`src/rtl/cbc_pkg.sv`:
```
package cbc_pkg;

    localparam int LO_W      = 5;
    localparam int SEC_W     = 2;
    localparam int FULL_W    = LO_W + SEC_W;
    localparam int WIN_W     = 14;
    localparam int RAM_OFF_W = 13;

    typedef enum logic [2:0] {
        RGN_ENABLE,
        RGN_BANK_LO,
        RGN_BANK_HI,
        RGN_MODE,
        RGN_RAM,
        RGN_NONE
    } rgn_e;

    typedef enum logic {
        MODE_SIMPLE,
        MODE_ADVANCED
    } bmode_e;

    function automatic rgn_e region_of(input logic [15:0] a);
        case (a[15:13])
            3'b000:  return RGN_ENABLE;
            3'b001:  return RGN_BANK_LO;
            3'b010:  return RGN_BANK_HI;
            3'b011:  return RGN_MODE;
            3'b101:  return RGN_RAM;
            default: return RGN_NONE;
        endcase
    endfunction

endpackage

```
`src/rtl/cbc_decode.sv`:
```
module cbc_decode
    import cbc_pkg::*;
(
    input  logic [15:0] addr,
    input  logic        wr,
    output logic        wr_enable,
    output logic        wr_bank_lo,
    output logic        wr_bank_hi,
    output logic        wr_mode,
    output logic        in_ram_win
);

    rgn_e rgn;

    assign rgn = region_of(addr);

    always_comb begin
        wr_enable  = 1'b0;
        wr_bank_lo = 1'b0;
        wr_bank_hi = 1'b0;
        wr_mode    = 1'b0;
        in_ram_win = 1'b0;
        unique case (rgn)
            RGN_ENABLE:  wr_enable  = wr;
            RGN_BANK_LO: wr_bank_lo = wr;
            RGN_BANK_HI: wr_bank_hi = wr;
            RGN_MODE:    wr_mode    = wr;
            RGN_RAM:     in_ram_win = 1'b1;
            default:     ;
        endcase
    end

endmodule

```
`src/rtl/cbc_regs.sv`:
```
module cbc_regs
    import cbc_pkg::*;
(
    input  logic             clk,
    input  logic             rst_n,
    input  logic             wr_enable,
    input  logic             wr_bank_lo,
    input  logic             wr_bank_hi,
    input  logic             wr_mode,
    input  logic [7:0]       wdata,
    output logic             ram_on,
    output logic [LO_W-1:0]  bank_lo,
    output logic [SEC_W-1:0] bank_sec,
    output logic             mode_adv
);

    bmode_e          state_q, state_d;
    logic            ram_on_q;
    logic [LO_W-1:0] bank_lo_q;
    logic [SEC_W-1:0] bank_sec_q;
    logic [LO_W-1:0] lo_in;

    // Mode state register
    always_ff @(posedge clk) begin
        if (!rst_n) state_q <= MODE_SIMPLE;
        else        state_q <= state_d;
    end

    // Mode transitions
    always_comb begin
        state_d = state_q;
        unique case (state_q)
            MODE_SIMPLE:   if (wr_mode && wdata[0])  state_d = MODE_ADVANCED;
            MODE_ADVANCED: if (wr_mode && !wdata[0]) state_d = MODE_SIMPLE;
            default:       state_d = MODE_SIMPLE;
        endcase
    end

    // Mode outputs
    always_comb begin
        unique case (state_q)
            MODE_ADVANCED: mode_adv = 1'b1;
            default:       mode_adv = 1'b0;
        endcase
    end

    assign lo_in = (wdata[LO_W-1:0] == '0) ? LO_W'(1) : wdata[LO_W-1:0];

    always_ff @(posedge clk) begin
        if (!rst_n) begin
            ram_on_q   <= 1'b0;
            bank_lo_q  <= LO_W'(1);
            bank_sec_q <= '0;
        end else begin
            if (wr_enable)  ram_on_q   <= (wdata[3:0] == 4'hA);
            if (wr_bank_lo) bank_lo_q  <= lo_in;
            if (wr_bank_hi) bank_sec_q <= wdata[SEC_W-1:0];
        end
    end

    assign ram_on   = ram_on_q;
    assign bank_lo  = bank_lo_q;
    assign bank_sec = bank_sec_q;

endmodule

```
`src/rtl/cbc_map.sv`:
```
module cbc_map
    import cbc_pkg::*;
#(
    parameter  int ROM_BANKS = 128,
    parameter  int RAM_BANKS = 4,
    localparam int BANK_W    = (ROM_BANKS > 1) ? $clog2(ROM_BANKS) : 1,
    localparam int RAMB_W    = (RAM_BANKS > 1) ? $clog2(RAM_BANKS) : 1,
    localparam int ROM_A_W   = BANK_W + WIN_W,
    localparam int RAM_A_W   = RAMB_W + RAM_OFF_W
)(
    input  logic [15:0]        addr,
    input  logic [LO_W-1:0]    bank_lo,
    input  logic [SEC_W-1:0]   bank_sec,
    input  logic               mode_adv,
    output logic [ROM_A_W-1:0] rom_addr,
    output logic [RAM_A_W-1:0] ram_addr
);

    logic [FULL_W-1:0] full_up, full_zero;
    logic [BANK_W-1:0] bank_up, bank_zero, bank_sel;
    logic [RAMB_W-1:0] ram_bank;

    assign full_up   = {bank_sec, bank_lo};
    assign full_zero = {bank_sec, {LO_W{1'b0}}};

    // Cut the bank to the fitted ROM size (power of two)
    generate
        if (BANK_W <= FULL_W) begin : g_rom_trunc
            assign bank_up   = full_up[BANK_W-1:0];
            assign bank_zero = full_zero[BANK_W-1:0];
        end else begin : g_rom_ext
            assign bank_up   = {{(BANK_W-FULL_W){1'b0}}, full_up};
            assign bank_zero = {{(BANK_W-FULL_W){1'b0}}, full_zero};
        end

        if (RAM_BANKS <= 1) begin : g_ram_single
            assign ram_bank = '0;
        end else if (RAMB_W <= SEC_W) begin : g_ram_trunc
            assign ram_bank = mode_adv ? bank_sec[RAMB_W-1:0] : '0;
        end else begin : g_ram_ext
            assign ram_bank = mode_adv ? {{(RAMB_W-SEC_W){1'b0}}, bank_sec} : '0;
        end
    endgenerate

    always_comb begin
        if (addr[14])      bank_sel = bank_up;
        else if (mode_adv) bank_sel = bank_zero;
        else               bank_sel = '0;
    end

    assign rom_addr = {bank_sel, addr[WIN_W-1:0]};
    assign ram_addr = {ram_bank, addr[RAM_OFF_W-1:0]};

endmodule

```
`src/rtl/cart_bank_ctrl.sv`:
```
module cart_bank_ctrl
    import cbc_pkg::*;
#(
    parameter  int ROM_BANKS = 128,
    parameter  int RAM_BANKS = 4,
    localparam int BANK_W    = (ROM_BANKS > 1) ? $clog2(ROM_BANKS) : 1,
    localparam int RAMB_W    = (RAM_BANKS > 1) ? $clog2(RAM_BANKS) : 1,
    localparam int ROM_A_W   = BANK_W + WIN_W,
    localparam int RAM_A_W   = RAMB_W + RAM_OFF_W
)(
    input  logic               clk,
    input  logic               rst_n,
    input  logic [15:0]        cpu_addr,
    input  logic [7:0]         cpu_wdata,
    input  logic               cpu_wr,
    input  logic               cpu_rd,
    input  logic [7:0]         ram_rdata,
    output logic               rom_cs,
    output logic [ROM_A_W-1:0] rom_addr,
    output logic               ram_cs,
    output logic               ram_we,
    output logic [RAM_A_W-1:0] ram_addr,
    output logic [7:0]         ram_wdata,
    output logic [7:0]         cpu_rdata
);

    logic             wr_enable, wr_bank_lo, wr_bank_hi, wr_mode, in_ram_win;
    logic             ram_on, mode_adv;
    logic [LO_W-1:0]  bank_lo;
    logic [SEC_W-1:0] bank_sec;

    cbc_decode u_dec (
        .addr       (cpu_addr),
        .wr         (cpu_wr),
        .wr_enable  (wr_enable),
        .wr_bank_lo (wr_bank_lo),
        .wr_bank_hi (wr_bank_hi),
        .wr_mode    (wr_mode),
        .in_ram_win (in_ram_win)
    );

    cbc_regs u_regs (
        .clk        (clk),
        .rst_n      (rst_n),
        .wr_enable  (wr_enable),
        .wr_bank_lo (wr_bank_lo),
        .wr_bank_hi (wr_bank_hi),
        .wr_mode    (wr_mode),
        .wdata      (cpu_wdata),
        .ram_on     (ram_on),
        .bank_lo    (bank_lo),
        .bank_sec   (bank_sec),
        .mode_adv   (mode_adv)
    );

    cbc_map #(
        .ROM_BANKS (ROM_BANKS),
        .RAM_BANKS (RAM_BANKS)
    ) u_map (
        .addr     (cpu_addr),
        .bank_lo  (bank_lo),
        .bank_sec (bank_sec),
        .mode_adv (mode_adv),
        .rom_addr (rom_addr),
        .ram_addr (ram_addr)
    );

    logic ram_rd_hit;

    assign ram_rd_hit = cpu_rd && in_ram_win && ram_on;
    assign rom_cs     = cpu_rd && !cpu_addr[15];
    assign ram_cs     = (cpu_rd || cpu_wr) && in_ram_win && ram_on;
    assign ram_we     = cpu_wr && in_ram_win && ram_on;
    assign ram_wdata  = cpu_wdata;
    assign cpu_rdata  = ram_rd_hit ? ram_rdata : 8'hFF;

endmodule

```
`config.mk`:
```
export PLATFORM = sky130hd
export DESIGN_NAME = cart_bank_ctrl
export DESIGN_NICKNAME = d
export VERILOG_FILES = /design/src/rtl/cbc_pkg.sv /design/src/rtl/cbc_decode.sv /design/src/rtl/cbc_regs.sv /design/src/rtl/cbc_map.sv /design/src/rtl/cart_bank_ctrl.sv
export SDC_FILE = /design/constraint.sdc
export NUM_CORES = 1
export LEC_CHECK = 0
export ABC_AREA = 1
export BUFFER_PORTS_ARGS = -buffer_cell sky130_fd_sc_hd__buf_2
export CAP_MARGIN = 20
export CORE_ASPECT_RATIO = 1.75
export CORE_MARGIN = 8
export CORE_UTILIZATION = 31
export DETAILED_ROUTE_END_ITERATION = 10
export PLACE_DENSITY = 0.76
export SYNTH_ARGS = -nofsm -noshare
export SYNTH_HDL_FRONTEND = slang
export SYNTH_HIERARCHICAL = 1
export SYNTH_SLANG_ARGS = --single-unit
```
`constraint.sdc`:
```
create_clock -name clk -period 0.9 [get_ports clk]
set_clock_uncertainty 0.05 [all_clocks]
set_input_delay 0.18 -clock clk [delete_from_list [all_inputs] [get_ports clk]]
set_output_delay 0.18 -clock clk [all_outputs]
set_load 0.02 [all_outputs]
```
==> results.py <==
metrics = {
    "setup_path": {
        "crit_path_end": "cpu_rdata[0]",
        "cp_max_fo": 8,
        "worst_setup_path_end_kind": "output pin",
        "critPathLaunch": "u_regs/ram_on",
        "r2r-end": "u_regs/ram_on",
        "r2r-start": "u_regs/ram_on",
        "ff2ff_path_depth": 3,
        "cp.arrival_ns": 0.94,
        "rrSetupSlack_ns": 0.08,
        "cp_data_required_time_ns": 0.67,
        "worstSetupPathType": "flip-flop to output pin",
        "critical_path.startpoint_type": "flip-flop",
    },
    "cts": {
        "cts_made_buffers": 3,
        "cts.path.max_buffers": 2,
        "clock_latency_ns": 0.23,
        "htree_levels": 1,
        "clk_pin_slew_ns": 0.04,
        "cts_tree": "built",
        "cts.sinks": 9,
        "cts-root-buf": "clkbuf_8",
    },
    "timing": {
        "drv_slew": 0,
        "setup_violations": 19,
        "max_slew_margin": 0.8708,
        "period_share": 1.305,
        "fmax_mhz": 851.4,
        "period_needed_ns": 1.174,
        "fin_ws_ns": -0.2745,
        "rsz0062_at_grt": "yes",
        "tightest_slew_ns": 0.1917,
        "hold_violations": 0,
    },
    "cells_and_area": {
        "regArea_sq_um": 193.9,
        "post-route-util": 0.4409,
        "postLayoutCellArea_sq_um": 1172,
        "final_nets": 193,
        "fillers": 258,
        "layout.cells.non_filler": 183,
        "drive_gt1_frac": 0.6090,
        "diodes": 0,
        "area_growth_pct": 36.99,
        "multi_input_area_sq_um": 350.3,
    },
    "grt": {
        "grt_pass1_vias": 868,
        "grt_start_max_net_pins": 11,
        "grtUsageTotal": 0.09488,
        "grt_pass1_wl_um": 3760,
        "antenna_found_initial": 0,
        "grt.overflow.total": 0,
    },
    "power": {
        "p_comb_frac": 0.248,
        "p_switching_uw": 338.3,
        "peakVddDrop_mv": 0.4135,
        "total_leakage_power_uw": 0.0006213,
        "p_per_area_nw_per_um2": 1018,
        "seqPwrFrac": 0.357,
        "p_sw_frac": 0.2835,
        "p_clk_frac": 0.395,
        "power.internal_uw": 854.8,
    },
    "run": {
        "drv_cap": 0,
    },
    "yosys": {
        "synth_cell_type_count": 16,
        "avgSynthCellArea_sq_um": 6.435,
        "synth_cells": 133,
        "syn_nets": 169,
        "yosysWarnings": 6,
        "syn_area_sq_um": 855.8,
        "yosysSeqAreaShare": 0.2105,
        "ys_ff_latch": 9,
    },
    "detailed_routing": {
        "drt-initial-drc-count": 20,
        "viasPerCell": 4.557,
        "ant_nets": 0,
        "wl_um": 2359,
        "drc": 0,
        "wl_per_cell_um": 12.89,
        "drt_pass1_iterations": 3,
        "vias": 834,
    },
    "floorplanning": {
        "num_rows": 25,
        "io-pin-count": 91,
        "core_sq_um": 2659,
        "dieArea_sq_um": 4764,
        "initial_utilization": 0.3219,
        "die_h_um": 85.51,
        "die_w_um": 55.72,
    },
    "run_status": {
        "violations": "setup timing",
        "status": "finished, violations left",
    },
    "placed_design": {
        "dp.cells": 176,
        "pre_cts_slack_ns": -0.3537,
        "place_hpwl_um": 1763,
        "place_congestion": 0.7376,
        "port_buffers": 45,
        "placed_area_sq_um": 919.6,
    },
    "worst_hold_path": {
        "min_path_type": "primary input to flip-flop",
    },
}
-- cell type report --
cell class / instances / area share
clock buffer: 4 / 0.03842
inverter: 26 / 0.09392
multi-input combinational: 60 / 0.2988
sequential: 9 / 0.1654
tap: 27 / 0.02882
timing repair buffer: 57 / 0.3746
-- layer usage --
layer	vias up	share of wire	wire (um)	track usage
met5	-	0	0	0
met4	0	0.030	70	0.07658
met3	7	0.11	268	0.03846
met2	41	0.53	1248	0.1701
met1	369	0.33	772	0.07852
li1	417	-	-	-
-- layout by cell type (no fill, tap or decap) --
cell | synthesis | routed
nor2_2 | 1 | 3
inv_12 | 0 | 1
dfxtp_2 | 0 | 8
buf_4 | 36 | 14
o21ai_0 | 6 | 6
buf_2 | 0 | 24
nor2_4 | 0 | 3
a21oi_1 | 6 | 6
nand3_2 | 1 | 1
nor2_1 | 16 | 11
clkbuf_1 | 0 | 1
nand3_4 | 0 | 1
buf_6 | 2 | 19
inv_2 | 3 | 8
a21boi_2 | 1 | 1
nand2_1 | 16 | 10
inv_1 | 23 | 17
o21ai_1 | 2 | 2
clkbuf_8 | 0 | 3
nand4_1 | 8 | 8
dfxtp_4 | 0 | 1
nand2_4 | 0 | 2
nand2_2 | 2 | 6
-- synthesized netlist by cell type (all sizes together) --
master | n | area (sq um)
a21boi | 1 | 11.26
a21oi | 6 | 30.03
buf | 38 | 292.8
dfxtp | 9 | 180.2
inv | 26 | 97.59
nand2 | 18 | 72.57
nand3 | 2 | 15.01
nand4 | 8 | 50.05
nor2 | 17 | 66.32
o21ai | 8 | 40.04
-- how the worst min path moves through the flow --
stage / from / endpoint / slack [ns] / depth (start not counted)
global placement: cpu_wdata[5] / ram_wdata[5] / 0.31 / 0
global route: cpu_wdata[3] / u_regs/bank_lo[3] / 0.18 / 3
finish: cpu_wdata[4] / u_regs/bank_lo[4] / 0.16 / 3
detailed placement: cpu_wdata[5] / ram_wdata[5] / 0.31 / 0
CTS: cpu_wdata[4] / u_regs/bank_lo[4] / 0.16 / 3
floorplan: cpu_wdata[2] / u_regs/bank_lo[2] / 0.26 / 2
-- logic make-up (layout without fill, tap and decap cells) --
logic type             after synthesis  after routing  share of synthesized area
AOI/OAI and AO/OA                   15             15                    0.09503
buffers and inverters               64             87                     0.4561
DFF                                  9              9                     0.2105
and+or+nand+nor                     45             45                     0.2383
-- metrics by stage --
| step | total power (uW) | TNS (ns) | hold slack, ns |
|---|---|---|---|
| CTS | 1178 | -3.876 | 0.1623 |
| detailed placement | 674.6 | -6.252 | 0.3101 |
| global placement | 671.4 | -5.996 | 0.3101 |
| finish | 1193 | -3.805 | 0.1588 |
| global route | 1249 | -4.580 | 0.1807 |
| floorplan | 762.6 | -0.2344 | 0.2649 |
-- worst max-delay path, stage by stage, from the launching register on --
cell and delay, ns:
dfxtp_2 0.34, buf_6 0.12, nand4_1 0.08, buf_4 0.17
-- timing repair --
item | in CTS | in global routing
endpoints found under the setup margin | 26 | 28
buffers inserted | 2 | 1
hold buffers | 0 | 0
pin swaps | 10 | 4
cloned | 0 | 0
gates resized for setup | 48 | 20
-- power groups by stage --
stage	registers (uW)	clock network, uW	logic [uW]
after floorplan	428	0	335
after global placement	430	0	241
after detailed placement	430	0	244
after CTS	425	479	275
after global routing	428	498	323
final	426	471	296
Power figures use the tool's default switching activity.
